===== src/rtl/mt_pkg.sv =====
package mt_pkg;

    localparam int LINE_BYTES = 128;
    localparam int BEAT_BYTES = 8;
    localparam int BEATS      = LINE_BYTES / BEAT_BYTES;
    localparam int BEAT_W     = $clog2(BEATS);

    typedef enum logic [1:0] {
        KIND_LOAD     = 2'b00,
        KIND_STORE    = 2'b01,
        KIND_PREF     = 2'b10,
        KIND_PREF_OWN = 2'b11
    } miss_kind_e;

    typedef struct packed {
        logic             valid;
        logic             has_load;
        logic [BEATS-1:0] got;
    } ent_stat_t;

    function automatic logic wants_ownership(miss_kind_e k);
        return (k == KIND_STORE) || (k == KIND_PREF_OWN);
    endfunction

    function automatic logic is_blocking(miss_kind_e k);
        return k == KIND_LOAD;
    endfunction

endpackage


===== src/rtl/mt_entry.sv =====
module mt_entry
    import mt_pkg::*;
#(
    parameter int LINE_W = 26
) (
    input  logic              clk,
    input  logic              rst,
    input  logic              alloc_en,
    input  logic [LINE_W-1:0] alloc_line,
    input  logic              alloc_load,
    input  logic              merge_load,
    input  logic [LINE_W-1:0] req_line,
    input  logic              fill_valid,
    input  logic [LINE_W-1:0] fill_line,
    input  logic [BEAT_W-1:0] fill_beat,
    output logic              valid,
    output logic              req_hit,
    output logic              fill_hit,
    output logic              first_now,
    output logic              done_now,
    output logic              got_first,
    output logic              has_load
);

    ent_stat_t         st_q;
    logic [LINE_W-1:0] line_q;
    logic [BEATS-1:0]  got_next;

    always_comb begin
        fill_hit = fill_valid && st_q.valid && (line_q == fill_line);
        got_next = st_q.got;
        if (fill_hit) got_next[fill_beat] = 1'b1;
        first_now = fill_hit && (st_q.got == '0);
        done_now  = fill_hit && (&got_next);
        req_hit   = st_q.valid && (line_q == req_line) && !done_now;
        valid     = st_q.valid;
        got_first = |st_q.got;
        has_load  = st_q.has_load;
    end

    always_ff @(posedge clk) begin
        if (rst) begin
            st_q   <= '0;
            line_q <= '0;
        end else if (alloc_en) begin
            st_q.valid    <= 1'b1;
            st_q.has_load <= alloc_load;
            st_q.got      <= '0;
            line_q        <= alloc_line;
        end else if (done_now) begin
            st_q <= '0;
        end else begin
            st_q.got <= got_next;
            if (merge_load) st_q.has_load <= 1'b1;
        end
    end

    AST_ALLOC_ONLY_FREE: assert property (@(posedge clk) disable iff (rst)
        alloc_en |-> !st_q.valid);
    AST_FREE_AFTER_LAST: assert property (@(posedge clk) disable iff (rst)
        done_now |=> !valid);
    AST_MERGE_NEEDS_ENTRY: assert property (@(posedge clk) disable iff (rst)
        merge_load |-> st_q.valid);

endmodule


===== src/rtl/mt_select.sv =====
module mt_select #(
    parameter int N     = 4,
    parameter int IDX_W = 2
) (
    input  logic             clk,
    input  logic             rst,
    input  logic [N-1:0]     hit_vec,
    input  logic [N-1:0]     valid_vec,
    output logic             hit_any,
    output logic [IDX_W-1:0] hit_idx,
    output logic             free_any,
    output logic [IDX_W-1:0] free_idx
);

    always_comb begin
        hit_any  = 1'b0;
        hit_idx  = '0;
        free_any = 1'b0;
        free_idx = '0;
        for (int i = N - 1; i >= 0; i--) begin
            if (hit_vec[i]) begin
                hit_any = 1'b1;
                hit_idx = IDX_W'(i);
            end
            if (!valid_vec[i]) begin
                free_any = 1'b1;
                free_idx = IDX_W'(i);
            end
        end
    end

    AST_SINGLE_HIT: assert property (@(posedge clk) disable iff (rst)
        $onehot0(hit_vec));
    AST_HIT_IS_VALID: assert property (@(posedge clk) disable iff (rst)
        (hit_vec & ~valid_vec) == '0);

endmodule


===== src/rtl/miss_tracker.sv =====
module miss_tracker
    import mt_pkg::*;
#(
    parameter int LINE_W      = 26,
    parameter int NUM_ENTRIES = 4,
    localparam int IDX_W      = (NUM_ENTRIES > 1) ? $clog2(NUM_ENTRIES) : 1,
    localparam int OCC_W      = $clog2(NUM_ENTRIES + 1)
) (
    input  logic              clk,
    input  logic              rst,
    input  logic              req_valid,
    input  logic [LINE_W-1:0] req_line,
    input  logic [1:0]        req_kind,
    input  logic              fill_valid,
    input  logic [LINE_W-1:0] fill_line,
    input  logic [BEAT_W-1:0] fill_beat,
    output logic              stall,
    output logic              load_wake,
    output logic [OCC_W-1:0]  occupancy,
    output logic              fill_err,
    output logic              issue_valid,
    output logic [LINE_W-1:0] issue_line,
    output logic              issue_own
);

    miss_kind_e kind;
    logic       is_load;

    logic [NUM_ENTRIES-1:0] valid_vec, hit_vec, fill_hit_vec, first_vec;
    logic [NUM_ENTRIES-1:0] done_vec, got_first_vec, has_load_vec;
    logic [NUM_ENTRIES-1:0] alloc_vec, merge_load_vec;

    logic             hit_any, free_any;
    logic [IDX_W-1:0] hit_idx, free_idx;

    logic             can_take, do_merge, do_alloc, load_waits;
    logic             wait_q;
    logic [IDX_W-1:0] wait_idx_q;
    logic             err_q;

    assign kind    = miss_kind_e'(req_kind);
    assign is_load = is_blocking(kind);

    for (genvar g = 0; g < NUM_ENTRIES; g++) begin : g_ent
        mt_entry #(.LINE_W(LINE_W)) u_ent (
            .clk        (clk),
            .rst        (rst),
            .alloc_en   (alloc_vec[g]),
            .alloc_line (req_line),
            .alloc_load (is_load),
            .merge_load (merge_load_vec[g]),
            .req_line   (req_line),
            .fill_valid (fill_valid),
            .fill_line  (fill_line),
            .fill_beat  (fill_beat),
            .valid      (valid_vec[g]),
            .req_hit    (hit_vec[g]),
            .fill_hit   (fill_hit_vec[g]),
            .first_now  (first_vec[g]),
            .done_now   (done_vec[g]),
            .got_first  (got_first_vec[g]),
            .has_load   (has_load_vec[g])
        );
    end

    mt_select #(.N(NUM_ENTRIES), .IDX_W(IDX_W)) u_sel (
        .clk       (clk),
        .rst       (rst),
        .hit_vec   (hit_vec),
        .valid_vec (valid_vec),
        .hit_any   (hit_any),
        .hit_idx   (hit_idx),
        .free_any  (free_any),
        .free_idx  (free_idx)
    );

    always_comb begin
        can_take = req_valid && !wait_q;
        do_merge = can_take && hit_any;
        do_alloc = can_take && !hit_any && free_any;
        load_waits = is_load && (do_alloc ||
                     (do_merge && !got_first_vec[hit_idx] && !first_vec[hit_idx]));
        for (int i = 0; i < NUM_ENTRIES; i++) begin
            alloc_vec[i]      = do_alloc && (free_idx == IDX_W'(i));
            merge_load_vec[i] = do_merge && is_load && (hit_idx == IDX_W'(i));
        end
        occupancy = '0;
        for (int i = 0; i < NUM_ENTRIES; i++) begin
            occupancy = occupancy + OCC_W'(valid_vec[i]);
        end
    end

    always_ff @(posedge clk) begin
        if (rst) begin
            wait_q     <= 1'b0;
            wait_idx_q <= '0;
            err_q      <= 1'b0;
        end else begin
            if (wait_q && first_vec[wait_idx_q]) begin
                wait_q <= 1'b0;
            end else if (load_waits) begin
                wait_q     <= 1'b1;
                wait_idx_q <= do_alloc ? free_idx : hit_idx;
            end
            if (fill_valid && (fill_hit_vec == '0)) err_q <= 1'b1;
        end
    end

    assign stall       = wait_q || (req_valid && !hit_any && !free_any);
    assign load_wake   = |(first_vec & has_load_vec);
    assign fill_err    = err_q;
    assign issue_valid = do_alloc;
    assign issue_line  = req_line;
    assign issue_own   = do_alloc && wants_ownership(kind);

    AST_LOAD_ISSUE_STALLS: assert property (@(posedge clk) disable iff (rst)
        (issue_valid && is_load) |=> stall);
    AST_WAKE_RELEASES: assert property (@(posedge clk) disable iff (rst)
        load_wake |=> !wait_q);
    AST_FULL_NO_ISSUE: assert property (@(posedge clk) disable iff (rst)
        (occupancy == OCC_W'(NUM_ENTRIES)) |-> !issue_valid);
    AST_ERR_STICKY: assert property (@(posedge clk) disable iff (rst)
        fill_err |=> fill_err);
    AST_OWN_WITH_ISSUE: assert property (@(posedge clk) disable iff (rst)
        issue_own |-> issue_valid);

endmodule


===== config.mk =====
export PLATFORM = sky130hd
export DESIGN_NAME = miss_tracker
export DESIGN_NICKNAME = d
export VERILOG_FILES = /design/src/rtl/mt_pkg.sv /design/src/rtl/mt_entry.sv /design/src/rtl/mt_select.sv /design/src/rtl/miss_tracker.sv
export SDC_FILE = /design/constraint.sdc
export NUM_CORES = 1
export LEC_CHECK = 0
export BUFFER_PORTS_ARGS = -buffer_cell sky130_fd_sc_hd__buf_2
export CORE_MARGIN = 1
export CORE_UTILIZATION = 59
export DETAILED_ROUTE_END_ITERATION = 7
export HOLD_SLACK_MARGIN = 0.05
export PLACE_DENSITY = 0.76
export SYNTH_ARGS = -nofsm -noshare
export SYNTH_HDL_FRONTEND = slang
export SYNTH_HIERARCHICAL = 1
export SYNTH_SLANG_ARGS = --single-unit

===== constraint.sdc =====
create_clock -name clk -period 5.3 [get_ports clk]
set_clock_uncertainty 0.05 [all_clocks]
set_input_delay 0.795 -clock clk [delete_from_list [all_inputs] [get_ports clk]]
set_output_delay 0.795 -clock clk [all_outputs]
set_load 0.02 [all_outputs]

==> metrics.txt, run 1 <==
hold path depth 2; total CTS buffers 17; routability cong. 0.986; Critical Path, Cell by Cell buf_2, and2_1, a32oi_1, or4_4, nor3_1, and4b_1, nor4b_1, nor2_1, nand2_1, nor4bb_1, buf_4, and2_1, buf_2; CP arrival 4.00 ns; Yosys top cell by area dfxtp_1; initial core utilization 0.604; Core Box Area between 0.015 and 0.02 sq mm; global route overflow 0; DRC viols 0; First DRT Iteration DRCs slightly above 800; CTS root buffer clkbuf_16; first-pass GRT wire length about 50,000 um; commonest non-fill, non-tap cell in the layout dfxtp_1; final hold vios 0; Clock Sinks between 150 and 200; layout cells sized above 1 0.180; hold-fix buffers at CTS 0; Max Slew Vio Count 0; Worst-path clk slew roughly 0.070 ns; global-route usage over all layers 0.330; Die H between 100 and 150 um; maxcap violations 0; CTS tree built; DR vias/cell a little over 6; ant diodes 0; unrepaired setup endpoints after global routing false; # H-tree levels 4; vias in the first global route 9,091; drt pass-1 iters 5; crit path launch type input port; Ys Warns 6; Layout Cells excl Fill between 1,500 and 2,000; Worst-Skew Late Latency about 0.43 ns; synthesized area 0.0113 sq mm; Yosys reg bits 180; DIE AREA 0.0197 sq mm; pwr dens 261 mW/mm^2; peak supply drop approximately 0.21 mV; R2R cell count 14; PostCTS Resize Cnt 0; pin count of the biggest net entering global routing between 80 and 90; max frequency 206 MHz; worst hold path class register to register; fin crit period 4.84 ns; Routed WL 32,000 um; Hold WS roughly 0.45 ns; final setup violation count 0; Die X 140 um; Critical R2R Launch g_ent[1].u_ent/line_q[0]; Worst Setup End Kind primary output; Mapped Cells 1,262; crit path kind input port to primary output; share of the clock period used by the worst path 0.914; syn nets 1,327; P_leak ~4.9 nW; placed cell areas ~0.012 sq mm; antenna-violating nets left 0; number of I/O port buffers 95; Slowest cell on crit path or4_4; HPWL after DPL roughly 24,000 um; Crit Path Max Fanout 24; Design Power approximately 3.2 mW; worst hold start fill_err; DR vias 9,677; outcome complete, no violations; post-route setup TNS 0 ns; dpl cells approximately 1,500; number of antenna violations at the first check in global routing 0; FP Rows 50; WP data required ~4.5 ns; Tightest Pin Transition between 1 and 1.5 ns; crit path from fill_beat[0]; commonest non-fill, non-tap cells in the layout dfxtp_1 (180), nor2_1 (141), xor2_1 (140); Rel. slew slack 0.277; syn avg cell area approximately 9 sq um; Design Area, Final ~0.012 sq mm; top cells by area, synth dfxtp_1 (32%), xor2_1 (11%), mux2i_1 (9.3%); per-cell routed wire length roughly 20 um; Worst path max stage delay ~0.56 ns; ys async rst share 0; number of flops mapped to enable cells by yosys 0; synth unique cells 54; Main synth FF type dfxtp_1; sequential element share of the synthesized area 0.319; # Post-CTS Setup Buffers 0; Layout Nets 1,378; area delta synth->final 9.64%; Top Ports 96; clk buf depth 2; Synth top area share 0.319
-- cell type report --
cell class	instances	area (sq um)
inverters	35	131
clock inverters	13	169
flip-flops and latches	180	3600
clock buffers	19	443
multi-input cells	960	7060
repair buffers	119	683
fillers	1550	6320
well taps	234	293
-- registers in the layout, indices dropped and copies added, names as in the netlist --
| signal | count |
|---|---|
| g_ent.u_ent/st_q | 64 |
| g_ent.u_ent/valid | 4 |
| g_ent.u_ent/line_q | 104 |
| wait_idx_q | 2 |
| wait_q | 1 |
| fill_err | 1 |
| g_ent.u_ent/has_load | 4 |
-- power breakdown --
group | leakage (nW) | total [mW] | switching [mW] | internal [mW]
logic | 3.15 | 0.470 | 0.301 | 0.169
registers | 1.46 | 1.42 | 0.0385 | 1.38
clock network | 0.299 | 1.34 | 0.575 | 0.762
total | 4.91 | 3.23 | 0.914 | 2.32
-- worst paths after layout --
kind | to | slack [ns]
max | issue_own | 0.46
min | fill_err | 0.45
max reg2reg | g_ent[0].u_ent/line_q[22] | 1.17
min reg2reg | fill_err | 0.45
-- cell usage after synthesis, types with 29 or more instances --
| library cell | instances |
|---|---|
| a31oi_1 | 68 |
| buf_4 | 30 |
| clkbuf_1 | 29 |
| dfxtp_1 | 180 |
| inv_1 | 35 |
| mux2i_1 | 105 |
| nor2_1 | 142 |
| nor2b_1 | 30 |
| nor3_1 | 48 |
| nor3_2 | 40 |
| nor4_1 | 57 |
| xnor2_1 | 52 |
| xor2_1 | 140 |
-- worst max-delay path, delay by kind of cell --
kind | cells | cell delay [ns]
compound gates | 1 | 0.17
simple gates | 9 | 2.28
buf+inv | 3 | 0.74
-- stage by stage --
| stage | utilization | setup slack (ns) |
|---|---|---|
| 6_report | 0.662 | 0.457 |
| 4_1_cts | 0.662 | 0.500 |
| 3_5_place_dp | 0.629 | 0.371 |
| 5_1_grt | 0.662 | 0.186 |
| 3_3_place_gp | 0.629 | 0.392 |
| 2_1_floorplan | - | 0.650 |
-- logic make-up (layout without fill, tap and decap cells) --
group,count (synthesis),in the layout,share of synthesized area
AO/OA/AOI/OAI,147,147,0.0903
multiplexers,132,132,0.121
buffers and inverters,122,186,0.0572
XOR/XNOR,192,192,0.149
adder cells (fa/ha/maj),3,3,0.00399
flip-flops,180,180,0.319
AND/OR/NAND/NOR,486,486,0.260
-- metal layers --
metal,vias up,global-route usage,routed length (um)
li1,4606,-,-
met1,4601,0.433,13800
met2,404,0.532,14900
met3,66,0.0520,1950
met4,0,0.155,1290
met5,-,0,0
Note: power is estimated with default switching activity, not from simulation.
==> run 2: changes to the inputs <==
--- a/config.mk
+++ b/config.mk
@@ -8,6 +8,7 @@
 export BUFFER_PORTS_ARGS = -buffer_cell sky130_fd_sc_hd__buf_2
 export CORE_MARGIN = 1
 export CORE_UTILIZATION = 59
+export CTS_BUF_LIST = sky130_fd_sc_hd__clkbuf_8
 export DETAILED_ROUTE_END_ITERATION = 7
 export HOLD_SLACK_MARGIN = 0.05
 export PLACE_DENSITY = 0.76
==> metrics.txt, run 2 (synthesis gave the netlist of run 1 again) <==
outcome complete, no violations; Design Area, Final 0.0122 sq mm (-1.5%); pin count of the biggest net entering global routing 83 (unchanged); FP Rows 50 (unchanged); Die X 140 um (unchanged); area delta synth->final 7.94%; utilization after layout 0.652 (-0.0102); maxcap violations 0 (unchanged); layout cells sized above 1 0.180 (unchanged); peak supply drop 0.189 mV (-7.9%); commonest non-fill, non-tap cell in the layout dfxtp_1; R2R cell count 15 (+1); clk buf depth 2 (unchanged); post-route setup TNS 0 ns (unchanged); hold path depth 2 (unchanged); final hold vios 0 (unchanged); DIE AREA 0.0197 sq mm (unchanged); DR vias 9,638 (-0.40%); Critical R2R Launch g_ent[1].u_ent/line_q[0]; # fillers 1,568 (+1.2%); biggest regs g_ent.u_ent/line_q x104, g_ent.u_ent/st_q x64; CTS tree built; Die H 140 um (unchanged); Crit Path Max Fanout 24 (unchanged); largest register by flop count g_ent.u_ent/line_q; fin crit period 4.84 ns (-0.00140 ns); sequential share of power 0.488 (+0.048); switch share 0.301 (+0.0176); Max Slew Vio Count 0 (unchanged); switching pwr 0.875 mW (-4.2%); crit path from fill_beat[0]; hold-fix buffers at CTS 0 (unchanged); HPWL after DPL 23,600 um (unchanged); First DRT Iteration DRCs 876 (+7.0%); Worst-path clk slew 0.09 ns (+0.02 ns); global-route usage over all layers 0.328 (-0.00207); Top Ports 96 (unchanged); worst hold path class register to register; drt pass-1 iters 6 (+1); first-pass GRT wire length 50,100 um (-0.58%); Layout Nets 1,378 (unchanged); CTS root buffer clkbuf_8; number of I/O port buffers 95 (unchanged); crit path launch type input port; final setup violation count 0 (unchanged); ant diodes 0 (unchanged); Int Power 2.04 mW (-12%); # H-tree levels 4 (unchanged); routability cong. 0.986 (unchanged); commonest non-fill, non-tap cells in the layout dfxtp_1 (180), nor2_1 (141), xor2_1 (140); Routed WL 31,800 um (-0.49%); combinational share of power 0.161 (+0.016); Core Box Area 0.0187 sq mm (unchanged); pwr dens 239 mW/mm^2 (-8.4%); CP arrival 4.00 ns (about the same); Worst-Skew Late Latency 0.48 ns (+0.05 ns); Worst Setup End Kind primary output; worst hold start fill_err; Hold WS 0.454 ns (+0.00757 ns); Clock Sinks 180 (unchanged); DRC viols 0 (unchanged); Reg-to-Reg End g_ent[2].u_ent/has_load; unrepaired setup endpoints after global routing false; Tightest Pin Transition 1.09 ns (+0.0171 ns); per-cell routed wire length 20.4 um (-0.49%); vias in the first global route 9,028 (-0.69%); Endpoint, Worst Hold fill_err; # Post-CTS Setup Buffers 0 (unchanged); DR vias/cell 6.18 (-0.40%); crit path kind input port to primary output; flop-to-flop setup slack 1.21 ns (+0.04 ns); share of the clock period used by the worst path 0.913 (about the same); P_leak 4.82 nW (-1.7%); antenna-violating nets left 0 (unchanged); placed cell areas 0.0118 sq mm (unchanged); total CTS buffers 17 (unchanged); max reg flops 104 (unchanged); Rel. slew slack 0.266 (-0.0115); global route overflow 0 (unchanged); WP data required 4.45 ns (about the same); max frequency 207 MHz (about the same); clock power share 0.351 (-0.063); number of antenna violations at the first check in global routing 0 (unchanged); PostCTS Resize Cnt 0 (unchanged); initial core utilization 0.604 (unchanged)
run 2: cell types whose count changed in the layout (fill, tap and decap cells not counted):
cell and delta:
clkbuf_1 -1, clkbuf_8 +17, inv_1 +1, clkbuf_16 -17
run 2: worst max-delay path by stage:
stage,endpoint,slack [ns],cells after the start
2_1_floorplan,g_ent[0].u_ent/line_q[10],0.65,16
3_3_place_gp,g_ent[2].u_ent/has_load,0.39,16
3_5_place_dp,g_ent[2].u_ent/has_load,0.37,16
4_1_cts,issue_own,0.50,13
5_1_grt,issue_own,0.19,13
6_report,issue_own,0.46,13
run 2: critical path, cell delays in order:
cell and delay (ns):
buf_2 0.41, and2_1 0.38, a32oi_1 0.17, or4_4 0.56, nor3_1 0.27, and4b_1 0.23, nor4b_1 0.07, nor2_1 0.14
nand2_1 0.11, nor4bb_1 0.39, buf_4 0.19, and2_1 0.12, buf_2 0.15
run 2: metal layers:
metal,GRT usage,vias to the layer above,share of wire,wire (um)
met4,0.144,0,0.039,1250
met2,0.531,379,0.46,14800
met3,0.0489,66,0.063,2020
met5,0,-,0,0
met1,0.433,4578,0.43,13800
li1,-,4615,-,-
run 2: power by group through the flow:
stage	clock, mW	combinational (mW)	sequential [mW]
3_5_place_dp	0	0.460	1.45
6_report	1.02	0.468	1.42
3_3_place_gp	0	0.456	1.45
5_1_grt	1.09	0.502	1.43
4_1_cts	1.04	0.462	1.42
2_1_floorplan	0	0.304	1.44
run 2: through the flow:
stage | setup WS (ns) | cells | total power [mW]
floorplan | 0.650 | 1262 | 1.75
global placement | 0.392 | 1528 | 1.91
detailed placement | 0.371 | 1528 | 1.91
CTS | 0.500 | 1560 | 2.92
global route | 0.188 | 1560 | 3.02
finish | 0.459 | 1560 | 2.91
run 2: layout make-up:
cell class | instances | area (sq um) | area share
Multi-Input combinational cell | 960 | 7060 | 0.579
Inverter | 35 | 131 | 0.0108
Sequential cell | 180 | 3600 | 0.296
Timing Repair Buffer | 119 | 683 | 0.0560
Clock inverter | 14 | 173 | 0.0142
Clock buffer | 18 | 248 | 0.0203
Tap cell | 234 | 293 | 0.0240
